File: src/rtl/io_exp_pkg.sv
package io_exp_pkg;
  localparam int BYTE_W = 8;
  localparam int STRAP_W = 3;
  localparam logic [3:0] ADDR_PREFIX = 4'b0100;

  typedef enum logic [2:0] {
    ST_IDLE,
    ST_ADDR,
    ST_AACK,
    ST_WDATA,
    ST_WACK,
    ST_RDATA,
    ST_RACK,
    ST_WAIT
  } bus_state_e;
endpackage

File: src/rtl/io_exp_sync.sv
module io_exp_sync #(
  parameter int WIDTH = 1,
  parameter logic [WIDTH-1:0] RST_VAL = '1
) (
  input  logic             clk_i,
  input  logic             rst_ni,
  input  logic [WIDTH-1:0] d_i,
  output logic [WIDTH-1:0] q_o
);
  logic [WIDTH-1:0] meta_q, sync_q;

  always_ff @(posedge clk_i or negedge rst_ni) begin
    if (!rst_ni) begin
      meta_q <= RST_VAL;
      sync_q <= RST_VAL;
    end else begin
      meta_q <= d_i;
      sync_q <= meta_q;
    end
  end

  assign q_o = sync_q;
endmodule

File: src/rtl/io_exp_bus.sv
module io_exp_bus
  import io_exp_pkg::*;
(
  input  logic               clk_i,
  input  logic               rst_ni,
  input  logic               scl_i,
  input  logic               sda_i,
  input  logic [STRAP_W-1:0] strap_i,
  input  logic [BYTE_W-1:0]  rd_data_i,
  output logic               wr_stb_o,
  output logic [BYTE_W-1:0]  wr_data_o,
  output logic               rd_cap_o,
  output logic               sda_oe_o
);
  localparam int CNT_W = $clog2(BYTE_W + 1);
  localparam logic [CNT_W-1:0] LAST_BIT = CNT_W'(BYTE_W - 1);
  localparam logic [CNT_W-1:0] FULL_CNT = CNT_W'(BYTE_W);

  bus_state_e        state_q;
  logic [CNT_W-1:0]  cnt_q;
  logic [BYTE_W-1:0] shift_q;
  logic              scl_d, sda_d;
  logic              rw_q, mack_q, sda_oe_q, wr_stb_q, rd_cap_q;
  logic              scl_rise, scl_fall, start_ev, stop_ev, addr_hit;

  assign scl_rise = scl_i & ~scl_d;
  assign scl_fall = ~scl_i & scl_d;
  assign start_ev = scl_i & scl_d & sda_d & ~sda_i;
  assign stop_ev  = scl_i & scl_d & ~sda_d & sda_i;
  assign addr_hit = (shift_q[BYTE_W-1:1] == {ADDR_PREFIX, strap_i});

  always_ff @(posedge clk_i or negedge rst_ni) begin
    if (!rst_ni) begin
      scl_d <= 1'b1;
      sda_d <= 1'b1;
    end else begin
      scl_d <= scl_i;
      sda_d <= sda_i;
    end
  end

  always_ff @(posedge clk_i or negedge rst_ni) begin
    if (!rst_ni) begin
      state_q  <= ST_IDLE;
      cnt_q    <= '0;
      shift_q  <= '0;
      rw_q     <= 1'b0;
      mack_q   <= 1'b0;
      sda_oe_q <= 1'b0;
      wr_stb_q <= 1'b0;
      rd_cap_q <= 1'b0;
    end else begin
      wr_stb_q <= 1'b0;
      rd_cap_q <= 1'b0;
      if (start_ev) begin
        state_q  <= ST_ADDR;
        cnt_q    <= '0;
        sda_oe_q <= 1'b0;
      end else if (stop_ev) begin
        state_q  <= ST_IDLE;
        sda_oe_q <= 1'b0;
      end else begin
        unique case (state_q)
          ST_ADDR, ST_WDATA: begin
            if (scl_rise && cnt_q != FULL_CNT) begin
              shift_q <= {shift_q[BYTE_W-2:0], sda_i};
              cnt_q   <= cnt_q + 1'b1;
            end else if (scl_fall && cnt_q == FULL_CNT) begin
              cnt_q <= '0;
              if (state_q == ST_ADDR) begin
                if (addr_hit) begin
                  state_q  <= ST_AACK;
                  sda_oe_q <= 1'b1;
                  rw_q     <= shift_q[0];
                  rd_cap_q <= shift_q[0];
                end else begin
                  state_q <= ST_IDLE;
                end
              end else begin
                state_q  <= ST_WACK;
                sda_oe_q <= 1'b1;
                wr_stb_q <= 1'b1;
              end
            end
          end
          ST_AACK, ST_WACK: begin
            if (scl_fall) begin
              cnt_q <= '0;
              if (rw_q) begin
                state_q  <= ST_RDATA;
                shift_q  <= rd_data_i;
                sda_oe_q <= ~rd_data_i[BYTE_W-1];
              end else begin
                state_q  <= ST_WDATA;
                sda_oe_q <= 1'b0;
              end
            end
          end
          ST_RDATA: begin
            if (scl_fall) begin
              if (cnt_q == LAST_BIT) begin
                state_q  <= ST_RACK;
                sda_oe_q <= 1'b0;
                rd_cap_q <= 1'b1;
              end else begin
                cnt_q    <= cnt_q + 1'b1;
                shift_q  <= {shift_q[BYTE_W-2:0], 1'b0};
                sda_oe_q <= ~shift_q[BYTE_W-2];
              end
            end
          end
          ST_RACK: begin
            if (scl_rise) mack_q <= ~sda_i;
            if (scl_fall) begin
              cnt_q <= '0;
              if (mack_q) begin
                state_q  <= ST_RDATA;
                shift_q  <= rd_data_i;
                sda_oe_q <= ~rd_data_i[BYTE_W-1];
              end else begin
                state_q <= ST_WAIT;
              end
            end
          end
          default: ;
        endcase
      end
    end
  end

  assign wr_stb_o  = wr_stb_q;
  assign wr_data_o = shift_q;
  assign rd_cap_o  = rd_cap_q;
  assign sda_oe_o  = sda_oe_q;

  assert_pull_scl_low_R9: assert property (@(posedge clk_i) disable iff (!rst_ni)
    $rose(sda_oe_q) |-> !scl_i);
  assert_nack_released_R5: assert property (@(posedge clk_i) disable iff (!rst_ni)
    (state_q == ST_WAIT) |-> !sda_oe_q);
  assert_strobe_exclusive_R4: assert property (@(posedge clk_i) disable iff (!rst_ni)
    $onehot0({wr_stb_q, rd_cap_q}));
  assert_ack_on_match_R2: assert property (@(posedge clk_i) disable iff (!rst_ni)
    (state_q == ST_AACK) |-> (shift_q[BYTE_W-1:1] == {ADDR_PREFIX, strap_i}));
endmodule

File: src/rtl/io_exp_port.sv
module io_exp_port
  import io_exp_pkg::*;
(
  input  logic              clk_i,
  input  logic              rst_ni,
  input  logic [BYTE_W-1:0] pin_i,
  input  logic              wr_stb_i,
  input  logic [BYTE_W-1:0] wr_data_i,
  input  logic              rd_cap_i,
  output logic [BYTE_W-1:0] port_o,
  output logic [BYTE_W-1:0] rd_data_o,
  output logic              int_o
);
  logic [BYTE_W-1:0] out_q, snap_q, ref_q, lvl;
  logic              int_q;

  // a latched low forces the pin low
  assign lvl = pin_i & out_q;

  always_ff @(posedge clk_i or negedge rst_ni) begin
    if (!rst_ni) begin
      out_q  <= '1;
      snap_q <= '1;
      ref_q  <= '1;
      int_q  <= 1'b0;
    end else begin
      int_q <= (lvl != ref_q);
      if (wr_stb_i) begin
        out_q <= wr_data_i;
        ref_q <= pin_i & wr_data_i;
      end else if (rd_cap_i) begin
        snap_q <= lvl;
        ref_q  <= lvl;
      end
    end
  end

  assign port_o    = out_q;
  assign rd_data_o = snap_q;
  assign int_o     = int_q;

  assert_latch_hold_R3: assert property (@(posedge clk_i) disable iff (!rst_ni)
    !wr_stb_i |=> $stable(out_q));
  assert_snap_hold_R4: assert property (@(posedge clk_i) disable iff (!rst_ni)
    !rd_cap_i |=> $stable(snap_q));
endmodule

File: src/rtl/io_expander.sv
module io_expander
  import io_exp_pkg::*;
(
  input  logic         clk_i,
  input  logic         rst_ni,
  input  logic         scl_i,
  input  logic         sda_i,
  output logic         sda_oe_o,
  input  logic [2:0]   addr_strap_i,
  input  logic [7:0]   port_i,
  output logic [7:0]   port_o,
  output logic         int_pull_o
);
  logic [1:0]        bus_s;
  logic [BYTE_W-1:0] pin_s, wr_data, rd_data;
  logic              wr_stb, rd_cap;

  io_exp_sync #(.WIDTH(2), .RST_VAL(2'b11)) u_bus_sync (
    .clk_i(clk_i), .rst_ni(rst_ni), .d_i({scl_i, sda_i}), .q_o(bus_s)
  );

  io_exp_sync #(.WIDTH(BYTE_W), .RST_VAL('1)) u_pin_sync (
    .clk_i(clk_i), .rst_ni(rst_ni), .d_i(port_i), .q_o(pin_s)
  );

  io_exp_bus u_bus (
    .clk_i(clk_i), .rst_ni(rst_ni),
    .scl_i(bus_s[1]), .sda_i(bus_s[0]),
    .strap_i(addr_strap_i), .rd_data_i(rd_data),
    .wr_stb_o(wr_stb), .wr_data_o(wr_data),
    .rd_cap_o(rd_cap), .sda_oe_o(sda_oe_o)
  );

  io_exp_port u_port (
    .clk_i(clk_i), .rst_ni(rst_ni), .pin_i(pin_s),
    .wr_stb_i(wr_stb), .wr_data_i(wr_data), .rd_cap_i(rd_cap),
    .port_o(port_o), .rd_data_o(rd_data), .int_o(int_pull_o)
  );
endmodule

File: config.mk
export PLATFORM = sky130hd
export DESIGN_NAME = io_expander
export DESIGN_NICKNAME = d
export VERILOG_FILES = /design/src/rtl/io_exp_pkg.sv /design/src/rtl/io_exp_sync.sv /design/src/rtl/io_exp_bus.sv /design/src/rtl/io_exp_port.sv /design/src/rtl/io_expander.sv
export SDC_FILE = /design/constraint.sdc
export NUM_CORES = 1
export LEC_CHECK = 0
export BUFFER_PORTS_ARGS = -buffer_cell sky130_fd_sc_hd__buf_2
export CAP_MARGIN = 20
export CORE_ASPECT_RATIO = 1.5
export CORE_MARGIN = 2
export CORE_UTILIZATION = 37
export DETAILED_ROUTE_END_ITERATION = 6
export SLEW_MARGIN = 20
export SYNTH_ARGS = -nofsm -noshare
export SYNTH_HDL_FRONTEND = slang
export SYNTH_HIERARCHICAL = 1
export SYNTH_SLANG_ARGS = --single-unit
File: constraint.sdc
create_clock -name clk_i -period 5.7 [get_ports clk_i]
set_input_delay 0.285 -clock clk_i [delete_from_list [all_inputs] [get_ports clk_i]]
set_output_delay 0.285 -clock clk_i [all_outputs]
set_load 0.05 [all_outputs]
Yosys cells after proc, flatten, opt, wreduce, memory -nomap -nowiden
Index checks and enable logic that the tools add are counted.
W data, S select, Z words.
{"block": "totals", "reg_bits": 67, "word_cells": 144, "in_bits": 15, "output_inout_bits": 10}
{"block": "classes", "n_addsub": 1, "n_mux": 59, "n_eq_ne": 31, "n_reduce_logical": 16, "bitwise_logic": 19}
{"op": "$mux W8", "n": 9}
{"op": "$pmux W8 S4", "n": 1}
{"op": "$mux W3", "n": 10}
{"op": "$mux W4", "n": 7}
{"op": "$ne A4 B1 Y1 const B", "n": 7}
{"op": "$mux W1", "n": 26}
{"op": "$and A8 B8 Y8", "n": 2}
{"op": "$ne A2 B1 Y1 const B", "n": 7}
{"op": "$reduce_and A7 Y1", "n": 2}
{"op": "$pmux W3 S4", "n": 1}
{"op": "$pmux W4 S3", "n": 1}
{"op": "$not A1 Y1", "n": 10}
{"op": "$reduce_and A10 Y1", "n": 1}
{"op": "$eq A3 B3 Y1 const B", "n": 3}
{"op": "$ne A8 B8 Y1", "n": 1}
{"op": "$reduce_and A8 Y1", "n": 1}
{"op": "$reduce_bool A4 Y1", "n": 2}
{"op": "$and A1 B1 Y1", "n": 7}
{"op": "$eq A7 B6 Y1", "n": 1}
{"op": "$eq A3 B2 Y1 const B", "n": 2}
{"op": "$ne A3 B1 Y1 const B", "n": 2}
{"op": "$reduce_and A6 Y1", "n": 1}
{"op": "$reduce_bool A6 Y1", "n": 1}
{"op": "$ne A5 B2 Y1 const B", "n": 1}
{"op": "other kinds (17)", "n": 20}

Depth between registers and ports, before layout
Gate-level depths: netlist of the first run.
{"block": "logic_depth", "ltp_word": 8, "ltp_mapped": 7}

By module
Netlist of the first run, hierarchy kept.
{"mod": "io_exp_bus", "seq_area_each_um2": 553.0, "cells_per_inst": 138, "area_each_um2": 1370.1, "instances": 1}
{"mod": "io_exp_port", "seq_area_each_um2": 655.6, "cells_per_inst": 107, "area_each_um2": 1093.5, "instances": 1}
{"mod": "io_exp_sync (u_pin_sync)", "seq_area_each_um2": 420.4, "cells_per_inst": 16, "area_each_um2": 420.4, "instances": 1}
{"mod": "io_exp_sync (u_bus_sync)", "seq_area_each_um2": 105.1, "cells_per_inst": 4, "area_each_um2": 105.1, "instances": 1}

Worst setup path before layout of the first run
No wires, ideal clock.
{"block": "synth_timing", "kind": "reg-to-reg", "startpoint": "register u_bus.cnt_q[0]", "endpoint": "register u_bus.shift_q[1], in the netlist u_bus/wr_data_o[1]", "path_buffers": 0, "stages_incl_launch_ff": 8, "period_less_slack_ns": 1.844, "arrival_ns": 1.719, "setup_slack_ns": 3.856, "required_ns": 5.575, "setup_ns": 0.125, "path_cell_list": "dfrtp_1 > inv_1 > ha_1 > and3b_1 > nor2_2 > a21oi_1 > nor3_4 > mux2_2"}
{"block": "synth_between", "elab_chain_cells": 4, "word_cells_on_any_way": 6, "classes_between": "eq/ne: 4; reduce/logical: 2"}
{"item": "start, declared", "line_no": "io_exp_bus.sv:20", "source": "logic [CNT_W-1:0] cnt_q;"}
{"item": "start signal, assigned", "line_no": "io_exp_bus.sv:67", "source": "cnt_q <= cnt_q + 1'b1;"}
{"item": "start signal, assigned", "line_no": "io_exp_bus.sv:106", "source": "cnt_q <= cnt_q + 1'b1;"}
{"item": "$ne A4 B4 Y1", "line_no": "io_exp_bus.sv:65", "source": "if (scl_rise && cnt_q != FULL_CNT) begin"}
{"item": "$logic_and A1 B1 Y1", "line_no": "io_exp_bus.sv:65"}
{"item": "$ne A2 B1 Y1 (no source line)"}
{"item": "$reduce_and A10 Y1 (no source line) (*)"}
{"item": "end signal, assigned", "line_no": "io_exp_bus.sv:66", "source": "shift_q <= {shift_q[BYTE_W-2:0], sda_i};"}
{"item": "end signal, assigned", "line_no": "io_exp_bus.sv:91", "source": "shift_q <= rd_data_i;"}
{"item": "end signal, assigned", "line_no": "io_exp_bus.sv:107", "source": "shift_q <= {shift_q[BYTE_W-2:0], 1'b0};"}
{"item": "end, declared", "line_no": "io_exp_bus.sv:21", "source": "logic [BYTE_W-1:0] shift_q;"}
Every way passes the cells marked *; elsewhere a longest branch is shown, timed or not.
A chain may end at the register's enable or synchronous reset.

Final worst setup path of the first run
{"block": "layout_timing", "startpoint": "register u_bus.cnt_q[0]", "endpoint": "register u_bus.shift_q[2], in the netlist u_bus/wr_data_o[2]"}
The elaborated chain is that of the path after synthesis.

==> out/qor.yml, run 1 <==
outcome: "finished, final reports clean"
multi_input_comb_area_sq_um: 1195
antenna_violating_nets_post_route: 0
mappedNetlistNets: 282
share_seq_of_total_power_pct: 46.8
r2r_setup_slack_ps: 3650
postSynth.asyncResetShare_pct: 100.0
yosysTopAreaCellShare_pct: 40.44
post_drt_wl_per_cell_microns: 15.06
adder_cell_fraction_of_synth_area_pct: 0.8372
synth_compound_gate_area_share_pct: 12.47
crit_path_end_kind: "register"
antennaDiodeCount: 0
route.detailed.vias_per_inst: 5.183
synth_sequential_area_ratio_pct: 58.02
place.gp.congestion: 0.8579
met2_wl_mm: 3.127
setup_viol: 0
worst_slew_margin_rel_pct: 31.07
finalHoldWorstSlack_ps: 55.32
drtIter0Drc: 117
synth-xor-area-share_pct: 1.465
crit_family: "simple AND/OR/NAND/NOR gates"
synthTopCellsByArea: "sky130_fd_sc_hd__dfstp_2, sky130_fd_sc_hd__dfrtp_1, sky130_fd_sc_hd__mux2_2"
synth.yosys.warnings: 6
highest-signal-layer: "met4"
clock_latency_ps: 320
placement.io_buffers: 24
leakage_nw: 1.471
hpwlAfterDp_mm: 4.208
pwr-share-comb_pct: 12.2
timing.rr.start: "u_bus/cnt_q[0]"
clock_power_share_pct: 41.1
placed_cells_incl_taps: 389
die_w_microns: 77.39
layout.cells.most_common: "sky130_fd_sc_hd__dfstp_2"
critical_path.startpoint: "u_bus/cnt_q[0]"
synth_simple_gate_area_share_pct: 16.16
grt-ovfl-total: 0
cp.depth: 7
inserted_clock_buffers: 9
register_clock_pin_slew_on_the_reported_worst_setup_and_hold_paths_ps: 50
slew_violations: 0
cts_resized: 0
post_detailed_routing_wire_length_mm: 6.100
fin_tns_setup_ps: 0
grt_max_degree: 68
internal_power_w: 0.0009421
fin_cells: 405
core_area_sq_um: 7908
flip_flop_and_latch_count_after_synthesis: 67
syn_inst: 265
number_of_global_route_vias_before_repair: 2184
power_switching_w: 0.0003160
max-clock-path-buffers: 2
route.detailed.drc: 0
cpPeakStageDelay_ps: 410
yosysTopAreaCell: "sky130_fd_sc_hd__dfstp_2"
r2r_end: "u_bus/wr_data_o[2]"
holdBufCountCts: 0
maximum_vdd_drop_uv: 188.3
area_growth_syn_to_layout_pct: 17.20
worst_path_max_delay_cell: "sky130_fd_sc_hd__nor3_4"
post_synth.cell_area_avg_sq_um: 11.28
postSynth.topFlopCell: "sky130_fd_sc_hd__dfstp_2"
dr_total_vias: 2099
critical_path.endpoint: "u_bus/wr_data_o[2]"
drive_gt1_share_pct: 38.00
post_cts_buffers: 0
clock-sinks: 67
cp_cell_sequence: "inv_1, ha_1, and3b_1, nor2_2, a21oi_1, nor3_4, mux2_2"
critical_path.max_fanout: 8
synth-edff-count: 0
cts_tree: "done"
main_combinational_cell_family_by_area_after_synthesis: "simple AND/OR/NAND/NOR gates"
fmax_ghz: 0.4886
design.portCount: 25
fin_crit_sh_pct: 35.91
layout.nets: 312
cts_htree_levels: 3
wl_met3_microns: 225
syn-cell-area_sq_um: 2989
drtPass1Iterations: 4
reg2regPathDepth: 7
arrival_ps: 2250
maxCapViolCount: 0
dieArea_sq_um: 8828
finalClockSkew_ps: 6.947
worst-setup-path-type: "reg2reg"
global_route.usage.total_pct: 15.38
fill_cells: 803
initial_utilization_pct: 37.80
switching_power_share_of_the_total_pct: 25.11
fin_crit_ps: 2047
die_h_microns: 114.1
netlist-cell-type-count: 45
finalHoldViolations: 0
post_synth_mux_area_share_pct: 9.041
worst_ep_required_time_ps: 5910
final_cell_mix: "sky130_fd_sc_hd__dfstp_2, sky130_fd_sc_hd__nand2_1, sky130_fd_sc_hd__o21ai_0"
power_per_cell_area_nw_per_um2: 359.1
antenna_violations_before_repair: 0
buffers_inverters_on_critical_path: 1
wl_met1_mm: 2.573
worst-slew-pin-transition_ps: 1030
setup_repair_after_global_routing_missed_its_margin: "false"
placement_rows: 40
timing.hold.worst.class: "in2reg"
crit_path_start_kind: "register"
seqCellArea_sq_um: 1734
grt_pass1_wl_mm: 10.42
cts.root.buffer_cell: "sky130_fd_sc_hd__clkbuf_16"
==> metrics by stage <==
step	utilization, %	instance area, sq um	total power, W	setup WS, ps
2_1_floorplan	-	2989	0.0006934	3856
3_3_place_gp	40.70	3218	0.0007397	3706
3_5_place_dp	40.70	3218	0.0007480	3672
4_1_cts	44.30	3503	0.001276	3655
5_1_grt	44.30	3503	0.001320	3524
6_report	44.30	3503	0.001258	3653
==> power groups by stage <==
| stage | sequential (W) | clock, W | combinational [W] |
|---|---|---|---|
| final | 0.000588 | 0.000517 | 0.000153 |
| after floorplan | 0.000569 | 0 | 0.000124 |
| after global placement | 0.000592 | 0 | 0.000148 |
| after detailed placement | 0.000595 | 0 | 0.000153 |
| after global routing | 0.000596 | 0.000551 | 0.000173 |
| after CTS | 0.000589 | 0.000532 | 0.000155 |
==> worst register-to-register path: stages, from the launching register on <==
cell                      delay, ps
sky130_fd_sc_hd__dfrtp_1        370
sky130_fd_sc_hd__inv_1           70
sky130_fd_sc_hd__ha_1           210
sky130_fd_sc_hd__and3b_1        200
sky130_fd_sc_hd__nor2_2         170
sky130_fd_sc_hd__a21oi_1        130
sky130_fd_sc_hd__nor3_4         410
sky130_fd_sc_hd__mux2_2         390
==> synth_stat cells, drive strengths merged, types with 2 or more instances <==
master  count
nand2      40
and3        9
a221o       2
nand2b      7
ha          2
and2        2
o31ai       3
nand3       4
buf         6
o21ai      29
xor2        5
dfstp      46
dfrtp      21
a21oi      14
nor2       10
nor3        4
o22ai       4
inv         8
nand4       2
mux2       24
nor2b       4
==> kinds of logic after synthesis <==
| logic type | count (synthesis) |
|---|---|
| fa+ha+maj | 2 |
| compound gates | 62 |
| simple gates | 91 |
| xor+xnor | 5 |
| buf+inv | 14 |
| mux | 24 |
| flops | 67 |
==> layer usage <==
metal | vias up | track usage, %
li1 | 1003 | -
met1 | 1028 | 17.56
met2 | 54 | 25.80
met3 | 14 | 3.470
met4 | 0 | 10.00
met5 | - | 0
==> sequential cells by signal, summed over array words and instances (netlist names), 2 cells and up <==
name	cells
u_bus/state_q	3
u_bus_sync/meta_q	2
u_pin_sync/q_o	8
u_bus/wr_data_o	8
u_bus_sync/q_o	2
u_bus/cnt_q	4
u_port/ref_q	8
u_port/rd_data_o	8
u_pin_sync/meta_q	8
u_port/port_o	8
==> worst min path at each step <==
stage                                     from              endpoint  slack (ps)  depth (start not counted)
after floorplan                         rst_ni        u_bus/cnt_q[0]         -10                          0
after detailed placement  u_bus_sync/meta_q[1]     u_bus_sync/q_o[1]         350                          0
after global routing                 port_i[4]  u_pin_sync/meta_q[4]          40                          1
after global placement    u_pin_sync/meta_q[3]     u_pin_sync/q_o[3]         350                          0
after CTS                            port_i[5]  u_pin_sync/meta_q[5]          40                          1
final                                port_i[5]  u_pin_sync/meta_q[5]          60                          1
==> layout make-up <==
cell class | instances | area share (%)
timing repair buffer | 25 | 3.643
clock inverter | 1 | 0.2143
tap | 105 | 3.750
clock buffer | 15 | 7.929
inverter | 8 | 0.8571
sequential | 67 | 49.50
multi-input combinational | 184 | 34.11
Note: power is estimated with default switching activity, not from simulation.
==> run 2: changes to the inputs <==
--- a/config.mk
+++ b/config.mk
@@ -5,6 +5,7 @@
 export SDC_FILE = /design/constraint.sdc
 export NUM_CORES = 1
 export LEC_CHECK = 0
+export ABC_AREA = 1
 export BUFFER_PORTS_ARGS = -buffer_cell sky130_fd_sc_hd__buf_2
 export CAP_MARGIN = 20
 export CORE_ASPECT_RATIO = 1.5
==> constraint.sdc (replaced) <==
create_clock -name clk_i -period 2.1 [get_ports clk_i]
set_input_delay 0.105 -clock clk_i [delete_from_list [all_inputs] [get_ports clk_i]]
set_output_delay 0.105 -clock clk_i [all_outputs]
set_load 0.05 [all_outputs]
==> out/qor.yml, run 2 <==
max-clock-path-buffers: 2  # unchanged
synthTopCellsByArea: "sky130_fd_sc_hd__dfstp_2, sky130_fd_sc_hd__dfrtp_1, sky130_fd_sc_hd__nand2_1"
route.detailed.vias_per_inst: 4.667  # -9.9%
share_seq_of_total_power_pct: 36.8  # -10 points
syn_inst: 355  # +34%
initial_utilization_pct: 37.93  # +0.13 points
cts_htree_levels: 3  # unchanged
syn-cell-area_sq_um: 3172  # +6.1%
antenna_violating_nets_post_route: 0  # unchanged
cts.root.buffer_cell: "sky130_fd_sc_hd__clkbuf_16"
synth_sequential_area_ratio_pct: 54.67  # -3.3 points
area_growth_syn_to_layout_pct: 20.00
clock-sinks: 67  # unchanged
setup_viol: 0  # unchanged
flip_flop_and_latch_count_after_synthesis: 67  # unchanged
cell_area_after_layout_sq_um: 3806  # +8.6%
place.gp.congestion: 0.9216  # +7.4%
placement.setup.worst_slack_ps: 451.8  # -3220 ps
fin_crit_ps: 1639  # -407.5 ps
fmax_ghz: 0.6101  # +25%
postSynth.asyncResetShare_pct: 100.0  # unchanged
internal_power_w: 0.002788  # +200%
die_h_microns: 117.4  # +2.9%
core_area_sq_um: 8362  # +5.7%
power_per_cell_area_nw_per_um2: 1139  # +220%
worst-setup-path-type: "reg2reg"
placed_cells_incl_taps: 484  # +24%
dieArea_sq_um: 9344  # +5.8%
detailed_place.area_sq_um: 3403  # +5.8%
critical_path.max_fanout: 9  # +1
synthTopCellsByCount: "sky130_fd_sc_hd__nand2_1, sky130_fd_sc_hd__dfstp_2, sky130_fd_sc_hd__nand3_1, sky130_fd_sc_hd__inv_1, sky130_fd_sc_hd__nor2_1"
route.detailed.drc: 0  # unchanged
clock_power_share_pct: 33.1  # -8.0 points
antenna_violations_before_repair: 0  # unchanged
clock_latency_ps: 330  # about the same
grt_max_degree: 68  # unchanged
post_synth.cell_area_avg_sq_um: 8.935  # -21%
arrival_ps: 1860  # -390 ps
synthMostInstantiatedCell: "sky130_fd_sc_hd__nand2_1"
grt-ovfl-total: 0  # unchanged
post-route-worst-setup-slack_ps: 460.8  # -3193 ps
register_clock_pin_slew_on_the_reported_worst_setup_and_hold_paths_ps: 50  # about the same
design.portCount: 25  # unchanged
maximum_vdd_drop_uv: 565.2  # +200%
yosysTopAreaCellShare_pct: 38.11  # -2.3 points
drtPass1Iterations: 4  # unchanged
setup_repair_after_global_routing_missed_its_margin: "false"
drive_gt1_share_pct: 31.68  # -6.3 points
timing.hold.worst.class: "in2reg"
drtIter0Drc: 110  # -6.0%
crit_path_end_kind: "register"
pwr-share-comb_pct: 30.1  # +18 points
maxCapViolCount: 0  # unchanged
die_w_microns: 79.60  # +2.9%
finalHoldWorstSlack_ps: 286.3  # +231.0 ps
finalClockSkew_ps: 6.010  # -0.9368 ps
grt_pass1_wl_mm: 11.39  # +9.3%
netlist-cell-type-count: 29  # -36%
crit_path_start_kind: "register"
placement_rows: 41  # +2.5%
fin_crit_sh_pct: 78.06  # +42 points
antennaDiodeCount: 0  # unchanged
post_detailed_routing_wire_length_mm: 6.600  # +8.2%
fin_tns_setup_ps: 0  # unchanged
dr_total_vias: 2385  # +14%
inserted_clock_buffers: 9  # unchanged
layout.nets: 416  # +33%
synth.yosys.warnings: 6  # unchanged
number_of_global_route_vias_before_repair: 2495  # +14%
outcome: "finished, final reports clean"
mappedNetlistNets: 372  # +32%
layout.cells.most_common: "sky130_fd_sc_hd__nand2_1"
global_route.usage.total_pct: 16.06  # +0.69 points
finalHoldViolations: 0  # unchanged
switching_power_share_of_the_total_pct: 35.66  # +11 points
fin_cells: 511  # +26%
postSynth.topFlopCell: "sky130_fd_sc_hd__dfstp_2"
slew_violations: 0  # unchanged
placement.io_buffers: 24  # unchanged
final_cell_mix: "sky130_fd_sc_hd__nand2_1, sky130_fd_sc_hd__dfstp_2, sky130_fd_sc_hd__nand3_1"
yosysTopAreaCell: "sky130_fd_sc_hd__dfstp_2"
worst-slew-pin-transition_ps: 587.1  # -443.0 ps
worst_slew_margin_rel_pct: 60.86  # +30 points
hpwlAfterDp_mm: 4.720  # +12%
synth-edff-count: 0  # unchanged
cts_tree: "done"
post_drt_wl_per_cell_microns: 12.92  # -14%
power_switching_w: 0.001545  # +390%
leakage_nw: 1.778  # +21%
worst_ep_required_time_ps: 2320  # -3590 ps
[run 2: changes by cell type in the layout (fill, tap and decap cells not counted), sizes merged, moves of 3 or more]
cell         delta
a21oi           -3
nor2b           -4
o31ai           -3
mux2           -24
nand2          +86
nand3          +34
dlygate4sd3    +11
and3            -9
nand2b          -7
inv            +29
xor2            -5
o21ai           -8
nor2           +28
[run 2: path summary, 6_finish.rpt]
path                                      startpoint                   end  slack, ps  cells past startpoint
max in group asynchronous                     rst_ni  u_pin_sync/meta_q[5]       1440                      3
worst min-delay path                 addr_strap_i[0]            u_bus/rw_q        290                      6
worst max register to register     u_bus_sync/q_o[0]    u_bus/wr_data_o[5]        460                      9
worst max-delay path               u_bus_sync/q_o[0]    u_bus/wr_data_o[5]        460                      9
worst min register to register  u_pin_sync/meta_q[1]     u_pin_sync/q_o[1]        350                      0
min in group asynchronous                     rst_ni        u_bus/cnt_q[3]        330                      3
[run 2: metal layers]
layer	vias to the layer above	track usage, %	routed length [microns]
met3	13	4.154	162
met4	0	8.082	180
li1	1216	-	-
met5	-	0	0
met2	27	28.78	3614
met1	1129	16.76	2643
[run 2: timing repair]
item | in CTS | in global routing
setup buffers | 0 | 0
hold buffers | 11 | 0
endpoints found under the hold margin | 31 | 0
resized for setup | 0 | 0
[run 2: area by class of cell]
type | count | area (sq um)
clock buffers | 15 | 287.8
clock inverters | 1 | 5.005
fillers | 813 | 4556
inverters | 37 | 143.9
multi-input cells | 247 | 1244
flip-flops and latches | 67 | 1734
well taps | 107 | 133.9
repair buffers | 37 | 257.7
[run 2: worst max-delay path, cell delays in order (launching register included)]
cell and delay, ps:
sky130_fd_sc_hd__dfstp_2 540, sky130_fd_sc_hd__inv_1 60, sky130_fd_sc_hd__nand2_1 80, sky130_fd_sc_hd__nor2_1 90, sky130_fd_sc_hd__nor2_2 260, sky130_fd_sc_hd__nand2_4 100
sky130_fd_sc_hd__nor2_8 180, sky130_fd_sc_hd__nand2_8 90, sky130_fd_sc_hd__nand2_1 80, sky130_fd_sc_hd__nand2_1 50
[run 2: through the flow]
step	util [%]	total power, W
4_1_cts	45.52	0.004402
2_1_floorplan	-	0.002575
6_report	45.52	0.004334
5_1_grt	45.52	0.004637
3_3_place_gp	40.70	0.002903
3_5_place_dp	40.70	0.002911
[run 2: logic make-up after synthesis]
logic type      synth area share, %
xor+xnor                     0.2762
flops                         54.67
simple gates                  31.52
buf+inv                       6.115
fa+ha+maj                    0.7888
compound gates                6.627
[run 2: power by group through the flow]
| stage | clock [W] | combinational, W | sequential [W] |
|---|---|---|---|
| final | 0.00143 | 0.00131 | 0.00159 |
| after global routing | 0.00153 | 0.00148 | 0.00162 |
| after CTS | 0.00149 | 0.00132 | 0.00159 |
| after detailed placement | 0 | 0.00130 | 0.00161 |
| after global placement | 0 | 0.00129 | 0.00161 |
| after floorplan | 0 | 0.000967 | 0.00161 |
